<file path="config.mk">
export PLATFORM = sky130hd
export DESIGN_NAME = cfg_uart_rx
export DESIGN_NICKNAME = d
export VERILOG_FILES = /design/src/rtl/fr_rx_pkg.sv /design/src/rtl/fr_sync.sv /design/src/rtl/fr_parity_eval.sv /design/src/rtl/cfg_uart_rx.sv
export SDC_FILE = /design/constraint.sdc
export NUM_CORES = 1
export LEC_CHECK = 0
export CORE_MARGIN = 4
export CORE_UTILIZATION = 40
export DETAILED_ROUTE_END_ITERATION = 7
export DONT_BUFFER_PORTS = 1
export PLACE_DENSITY = 0.52
export SLEW_MARGIN = 10
export SYNTH_ARGS = -nofsm -noshare
export SYNTH_HDL_FRONTEND = slang
export SYNTH_SLANG_ARGS = --single-unit
</file>
<file path="constraint.sdc">
create_clock -name clk -period 3.1 [get_ports clk]
set_clock_uncertainty 0.15 [all_clocks]
set_input_delay 0.31 -clock clk [delete_from_list [all_inputs] [get_ports clk]]
set_output_delay 0.31 -clock clk [all_outputs]
set_load 0.005 [all_outputs]
</file>
<file path="src/rtl/fr_rx_pkg.sv">
package fr_rx_pkg;

    typedef enum logic [2:0] {
        ST_IDLE,
        ST_START,
        ST_DATA,
        ST_NINTH,
        ST_STOP
    } rx_state_e;

    typedef enum logic [1:0] {
        PAR_EVEN  = 2'd0,
        PAR_ODD   = 2'd1,
        PAR_MARK  = 2'd2,
        PAR_SPACE = 2'd3
    } par_rule_e;

endpackage

</file>
<file path="src/rtl/fr_sync.sv">
module fr_sync #(
    parameter int  STAGES    = 2,
    parameter logic RESET_VAL = 1'b1
) (
    input  logic clk,
    input  logic rst_n,
    input  logic din,
    output logic dout
);
    logic [STAGES-1:0] chain_q;

    always_ff @(posedge clk or negedge rst_n) begin
        if (!rst_n) chain_q <= {STAGES{RESET_VAL}};
        else        chain_q <= {chain_q[STAGES-2:0], din};
    end

    assign dout = chain_q[STAGES-1];
endmodule

</file>
<file path="src/rtl/fr_parity_eval.sv">
module fr_parity_eval
    import fr_rx_pkg::*;
#(
    parameter int DW = 8
) (
    input  logic [DW-1:0] word,
    input  par_rule_e     rule,
    input  logic          bit_rx,
    output logic          ok
);
    logic expect_bit;

    always_comb begin
        unique case (rule)
            PAR_EVEN:  expect_bit = ^word;
            PAR_ODD:   expect_bit = ~^word;
            PAR_MARK:  expect_bit = 1'b1;
            default:   expect_bit = 1'b0;
        endcase
        ok = (bit_rx == expect_bit);
    end
endmodule

</file>
<file path="src/rtl/cfg_uart_rx.sv">
module cfg_uart_rx
    import fr_rx_pkg::*;
#(
    parameter int OVS = 16,
    parameter int DW  = 8
) (
    input  logic          clk,
    input  logic          rst_n,
    input  logic          tick,
    input  logic          rxd,
    input  logic [1:0]    len_sel,
    input  logic          par_en,
    input  logic [1:0]    par_rule,
    input  logic          xbit_en,
    input  logic          stop2,
    output logic [DW-1:0] rx_data,
    output logic          rx_ninth,
    output logic          rx_valid,
    output logic          par_err,
    output logic          frm_err
);
    localparam int LEN_SEL_W = 2;
    localparam int LEN_STEPS = 1 << LEN_SEL_W;
    localparam int MIN_LEN   = DW - LEN_STEPS + 1;
    localparam int OS_W      = $clog2(OVS);
    localparam int BI_W      = $clog2(DW);
    localparam int HALF      = OVS / 2;

    typedef struct packed {
        rx_state_e            st;
        logic [OS_W-1:0]      os;
        logic [BI_W-1:0]      bidx;
        logic [DW-1:0]        sh;
        logic                 bit9;
        logic                 stop_more;
        logic                 stop_bad;
        logic                 prev;
        logic [LEN_SEL_W-1:0] len;
        logic                 par;
        par_rule_e            rule;
        logic                 xbit;
        logic                 two_stop;
        logic [DW-1:0]        dout;
        logic                 nout;
        logic                 vout;
        logic                 perr;
        logic                 ferr;
    } rx_regs_t;

    rx_regs_t state_d, state_q;

    logic                 line_s;
    logic [DW-1:0]        word_aligned;
    logic [BI_W-1:0]      last_idx;
    logic                 par_ok;
    logic [LEN_SEL_W-1:0] cur_len;
    logic                 cur_par;
    logic                 cur_xbit;

    fr_sync #(.STAGES(2), .RESET_VAL(1'b1)) i_sync (
        .clk  (clk),
        .rst_n(rst_n),
        .din  (rxd),
        .dout (line_s)
    );

    always_comb begin
        word_aligned = state_q.sh >> (LEN_SEL_W'(LEN_STEPS - 1) - state_q.len);
        last_idx     = BI_W'(MIN_LEN - 1) + BI_W'(state_q.len);
    end

    fr_parity_eval #(.DW(DW)) i_par (
        .word  (word_aligned),
        .rule  (state_q.rule),
        .bit_rx(state_q.bit9),
        .ok    (par_ok)
    );

    always_comb begin
        state_d      = state_q;
        state_d.vout = 1'b0;
        if (tick) begin
            state_d.prev = line_s;
            unique case (state_q.st)
                ST_IDLE: begin
                    if (state_q.prev && !line_s) begin
                        state_d.st       = ST_START;
                        state_d.os       = '0;
                        state_d.len      = len_sel;
                        state_d.par      = par_en;
                        state_d.rule     = par_rule_e'(par_rule);
                        state_d.xbit     = xbit_en && !par_en;
                        state_d.two_stop = stop2 && (len_sel != '0);
                    end
                end
                ST_START: begin
                    if (state_q.os == OS_W'(HALF - 1)) begin
                        state_d.os   = '0;
                        state_d.bidx = '0;
                        state_d.sh   = '0;
                        state_d.st   = line_s ? ST_IDLE : ST_DATA;
                    end else begin
                        state_d.os = state_q.os + 1'b1;
                    end
                end
                ST_DATA: begin
                    if (state_q.os == OS_W'(OVS - 1)) begin
                        state_d.os   = '0;
                        state_d.sh   = {line_s, state_q.sh[DW-1:1]};
                        state_d.bidx = state_q.bidx + 1'b1;
                        if (state_q.bidx == last_idx) begin
                            state_d.bit9      = 1'b0;
                            state_d.stop_more = state_q.two_stop;
                            state_d.stop_bad  = 1'b0;
                            state_d.st = (state_q.par || state_q.xbit) ? ST_NINTH : ST_STOP;
                        end
                    end else begin
                        state_d.os = state_q.os + 1'b1;
                    end
                end
                ST_NINTH: begin
                    if (state_q.os == OS_W'(OVS - 1)) begin
                        state_d.os   = '0;
                        state_d.bit9 = line_s;
                        state_d.st   = ST_STOP;
                    end else begin
                        state_d.os = state_q.os + 1'b1;
                    end
                end
                ST_STOP: begin
                    if (state_q.os == OS_W'(OVS - 1)) begin
                        state_d.os       = '0;
                        state_d.stop_bad = state_q.stop_bad || !line_s;
                        if (state_q.stop_more) begin
                            state_d.stop_more = 1'b0;
                        end else begin
                            state_d.st   = ST_IDLE;
                            state_d.dout = word_aligned;
                            state_d.nout = state_q.bit9;
                            state_d.perr = state_q.par && !par_ok;
                            state_d.ferr = state_q.stop_bad || !line_s;
                            state_d.vout = 1'b1;
                        end
                    end else begin
                        state_d.os = state_q.os + 1'b1;
                    end
                end
                default: state_d.st = ST_IDLE;
            endcase
        end
    end

    always_ff @(posedge clk or negedge rst_n) begin
        if (!rst_n) begin
            state_q      <= '0;
            state_q.st   <= ST_IDLE;
            state_q.prev <= 1'b1;
        end else begin
            state_q <= state_d;
        end
    end

    assign rx_data  = state_q.dout;
    assign rx_ninth = state_q.nout;
    assign rx_valid = state_q.vout;
    assign par_err  = state_q.perr;
    assign frm_err  = state_q.ferr;
    assign cur_len  = state_q.len;
    assign cur_par  = state_q.par;
    assign cur_xbit = state_q.xbit;
endmodule

</file>
=== Word-level counts from Yosys, hierarchy flattened ===
Cells that the tools add are included.

* Flip-flop bits (word level): 43
* Bits of input ports: 11
* Logic and storage cells: 94

* Add/sub/neg operators: 4
* Equal/unequal tests: 17
* Shifts and indexed selects: 1
* Muxes and demuxes: 26
* Bitwise gates (word level): 1
* Reductions and logical operators: 26

{| class="wikitable"
|+ Operators with widths
! operator !! count
|-
| two-way mux 3 bit || 12
|-
| case mux 11 bit (2 select lines) || 1
|-
| case mux 3 bit (5 select lines) || 1
|-
| two-way mux 14 bit || 1
|-
| inequality test 2 bit (second input constant) || 7
|-
| case mux 4 bit (3 select lines) || 1
|-
| two-way mux 11 bit || 1
|-
| AND reduction 5 bit || 2
|-
| two-way mux 4 bit || 2
|-
| AND reduction 4 bit || 2
|-
| AND reduction 8 bit || 1
|-
| nonzero test 2 bit || 4
|-
| XNOR reduction 8 bit || 1
|-
| parity 8 bit || 1
|-
| right shift 8 x 2 -> 8 bit || 1
|-
| two-way mux 7 bit || 1
|-
| == test 3 x 2 -> 1 bit (second input constant) || 2
|-
| AND reduction 3 bit || 2
|-
| adder 4 x 1 -> 4 bit (second input constant) || 1
|-
| == test 4 x 3 -> 1 bit (second input constant) || 1
|-
| == test 4 bit (second input constant) || 1
|-
| logical AND 1 bit || 4
|-
| two-way mux 2 bit || 2
|-
| case mux 2 bit (2 select lines) || 1
|-
| 19 further kinds || 22
|}

=== Depth between registers and ports, before layout ===
* Depth after elaboration: 11
* Gate-level depth with buffers: 9
* Mapped depth without buffers: 8

=== Hierarchy ===
Synthesis repeated with hierarchy kept, for this count alone.

* Cells, all modules: 219
* Area, all modules: 2,307.2 µm²

{| class="wikitable"
|+ By module, submodules not included
! module !! times used !! cells an instance !! area an instance (µm²) !! sequential area each (µm²)
|-
| cfg_uart_rx || 1 || 207 || 2,172.1 || 1,027.2
|-
| fr_parity_eval || 1 || 10 || 82.6 || 0.0
|-
| fr_sync || 1 || 2 || 52.6 || 52.6
|}

=== Worst setup path before layout ===
Ideal clock, no wire load.

* Path type: reg2reg
* From: register state_q[35] (netlist name)
* To: register state_q[39] (netlist name)
* Arrival time: 1.822 ns
* Data required time: 2.827 ns
* Setup slack: 1.005 ns
* Cell stages (with the launch flop): 10
* Path buffers: 1
* Path through: dfrtp_1 -> ha_1 -> and2_2 -> nand2_1 -> a31oi_1 -> a211oi_1 -> or4_1 -> buf_2 -> o21ai_1 -> o21ai_1

* Longest elaborated chain between the ends: 3
* Elaborated cells between the ends (all ways): 7
* Those cells by class: eq/ne: 6; reduce/logical: 1

{| class="wikitable"
|+ RTL lines
! element !! line !! source
|-
| from (decl) || cfg_uart_rx.sv:50 || <nowiki>rx_regs_t state_d, state_q;</nowiki>
|-
| from (signal assigned) || cfg_uart_rx.sv:159 || <nowiki>state_q <= state_d;</nowiki>
|-
| == test 4 bit or == test 4 x 3 -> 1 bit (tied branches) || -- ||
|-
| inequality test 2 bit (no source line) || -- ||
|-
| AND reduction 8 bit (no source line) (*) || -- ||
|}

Mark *: on every way between the ends. The rest lies on a longest branch, timed or not.
A chain may end at the register's enable or synchronous reset.

=== Final worst setup path ===
* From: register state_q[38] (netlist name)
* To: register state_q, in the netlist par_err

* Longest elaborated chain between the ends: 2

{| class="wikitable"
|+ RTL lines
! element !! line !! source
|-
| == test 3 bit || cfg_uart_rx.sv:84 || <nowiki>unique case (state_q.st)</nowiki>
|-
| AND reduction 4 bit (no source line) || -- ||
|}

No other way between the ends.

==> summary.txt <==
CTS
  • Deepest clock path buffer count: 2
  • Post-CTS Resized: 0
  • Clk Tree Root Cell: clkbuf_8
  • Htree depth: 2
  • CTS sink count: 43
  • CTS Buf Count: 5
  • Clk_lat worst skew: 280 ps
  • Clk slew on worst S/H paths: 80 ps
  • CTS tree: built

Yosys
  • Post-Synthesis Cells: 250
  • Syn. warnings: 0
  • Syn_nets: 263
  • Cell area after synthesis: 2310 um2
  • Post-synth ARST share: 1.00
  • Mean Syn Cell Area: 9.24 um2
  • Number of synthesized flops with an enable pin: 0
  • Netlist cell types: 47
  • Sequential-to-total area share from yosys stat: 0.467
  • Main synth FF type: dfrtp_1
  • #FFs+latches synth: 43

GRT
  • Gr usage total: 0.136
  • Vias in the first global route: 1,566
  • Grt ovf: 0
  • Largest net degree at the start of global routing: 44
  • First-pass GRT wire length: 7.95 mm
  • Antenna violations before repair: 0

Die
  • Io pins: 23
  • Die W: 84.0 um
  • Starting Density: 0.417
  • CORE AREA: 5540 um2
  • Die height: 84.0 um
  • Die ar.: 7060 um2
  • Rows: 27

Power
  • Sequential Power Share: 0.473
  • Switch share: 0.334
  • Total power: 1.63 mW
  • Switch Pwr: 0.544 mW
  • PwrDens: 663 nW/um2
  • Leak: 1.05 nW
  • VDD IR max: 249 uV
  • Comb power frac: 0.254
  • P_int: 1.09 mW
  • Clk pwr share: 0.273

Layout
  • Filler cell count in the final layout: 556
  • Area Overhead vs Synth: 6.39%
  • Ant diodes: 0
  • Post-route insts no fill: 313
  • Post-layout nets: 253
  • Share of layout cells above drive strength 1: 0.141
  • Final instance area: 2460 um2

Timing
  • Final Hold Fails: 0
  • Final min period: 2390 ps
  • Fmax: 419 MHz
  • TNS Setup: 0 ps
  • Worst slew pin tran: 737 ps
  • Final setup vio count: 0
  • Final Cycle Share: 0.770
  • RSZ-0062 raised after global routing: no
  • Final Max Slew Viols: 0
  • Final critical-path setup slack: 712 ps
  • Slew Limit Headroom: 0.508

Critical path
  • CP max FO: 15
  • Startpoint types: register
  • Crit Path Class: reg -> reg
  • Required @ worst endpoint: 3180 ps
  • CP max stage delay: 580 ps
  • R2R setup slack: 710 ps
  • Critical path arrival: 2460 ps
  • Crit-path leading delay family: simple AND/OR/NAND/NOR gates
  • Buf/Inv on CP: 1
  • Worst r2r src: state_q[38]
  • CP Capture Type: register
  • CP cell instances: nor2_1, nand2_1, or3_1, inv_2, and3_1, mux2i_1, nand3_1
  • R2R cell count: 7
  • Slowest CP cell: or3_1
  • R2R Path End: par_err

Place
  • GPL Wtd Cong: 0.779
  • Place WS: 718 ps
  • Post-placement cell count: 300
  • # port buffers: 0
  • Placement Cell Area: 2270 um2
  • Dpl hpwl: 3.17 mm

Run
  • Max-cap check violation count: 0

Route
  • Initial DRC Count: 129
  • DRT Wirelength: 4.42 mm
  • Final ANT Viol Nets: 0
  • Wire per inst: 14.1 um
  • Routed vias/inst: 5.18
  • Via count: 1,622
  • DRC Markers: 0
  • Pre-antenna DRT Iters: 4

Hold path
  • Hold path depth: 1
  • Min-delay worst type: in -> reg
  • Hold EP: state_q[15]
  • Hold path start: par_rule[1]

Run status
  • Status: complete, no violations
-- cell type report --
type,instances,area [um2],area share
flip-flops and latches,43,1080,0.439
multi-input cells,178,1070,0.435
well taps,72,90.1,0.0366
clock buffers,6,82.6,0.0336
repair buffers,7,82.6,0.0336
clock inverters,2,35.0,0.0142
inverters,5,18.8,0.00763
-- how the worst max path moves through the flow --
stage	slack [ps]	cells past startpoint	start	end
finish	710	7	state_q[38]	par_err
global route	450	7	state_q[38]	par_err
CTS	700	7	state_q[38]	par_err
detailed placement	720	7	state_q[38]	par_err
global placement	730	7	state_q[38]	par_err
floorplan	1010	9	state_q[35]	state_q[39]
-- flip-flops by register name (all words and copies together), names as in the netlist --
signal,flops
cur_len,2
cur_par,1
cur_xbit,1
frm_err,1
i_sync.chain_q,2
par_err,1
rx_data,8
rx_ninth,1
rx_valid,1
state_q,25
-- cells in the mapped netlist, drive strengths merged (5+ instances only) --
library cell,n,area (um2)
o21ai,25,125
nand3,6,30.0
buf,19,124
clkbuf,5,18.8
nor2,17,63.8
mux2,13,146
xnor2,9,78.8
a21oi,5,25.0
mux2i,6,60.1
nand2,57,214
dfrtp,40,1000
inv,5,18.8
-- what timing repair did --
action,in CTS,in global routing
endpoints found under the hold margin,44,2
setup buffers,0,0
hold buffers,3,2
-- power by group through the flow --
stage / combinational, mW / clock [mW] / sequential (mW)
floorplan: 0.412 / 0 / 0.699
global placement: 0.392 / 0 / 0.783
detailed placement: 0.393 / 0 / 0.784
CTS: 0.415 / 0.460 / 0.771
global route: 0.472 / 0.487 / 0.797
finish: 0.414 / 0.445 / 0.771
-- kinds of logic (layout without fill, tap and decap cells) --
| group | Yosys count | in the layout | synth area share |
|---|---|---|---|
| flops | 43 | 43 | 0.467 |
| buf+inv | 29 | 20 | 0.0698 |
| fa+ha+maj | 3 | 3 | 0.0152 |
| mux | 20 | 20 | 0.0991 |
| compound gates | 49 | 49 | 0.130 |
| xor+xnor | 9 | 9 | 0.0341 |
| simple gates | 97 | 97 | 0.185 |
-- through the flow --
step | util | hold WS (ps)
5_1_grt | 0.444 | 7.86
4_1_cts | 0.440 | 11.4
3_5_place_dp | 0.410 | -134
2_1_floorplan | - | -136
3_3_place_gp | 0.410 | -135
6_report | 0.444 | 23.1
-- layout by cell type, fill, tap and decap left out, types with 2 or more instances in the layout --
cell | synthesis | routed
inv_2 | 2 | 2
nor2_1 | 17 | 17
nand2_1 | 57 | 57
inv_1 | 3 | 3
nor3_1 | 2 | 2
dfstp_2 | 3 | 3
nor3b_1 | 2 | 2
clkbuf_8 | 0 | 6
dfrtp_1 | 40 | 40
nand3_1 | 6 | 6
o31ai_1 | 2 | 2
nand4_1 | 2 | 2
mux2_2 | 13 | 13
xnor2_1 | 9 | 9
ha_1 | 2 | 2
buf_4 | 9 | 2
and3_1 | 2 | 2
a21oi_1 | 5 | 5
a21o_1 | 2 | 2
mux2i_1 | 6 | 6
o21ai_1 | 4 | 4
a31oi_1 | 4 | 4
dlygate4sd3_1 | 0 | 4
o21ai_0 | 21 | 21
-- metal layers --
metal	up-vias	GRT usage	part of all wire
met4	0	0.0468	0.018
met5	-	0	0
li1	830	-	-
met1	756	0.199	0.51
met2	30	0.199	0.43
met3	6	0.0286	0.035
Note: power is estimated with default switching activity, not from simulation.
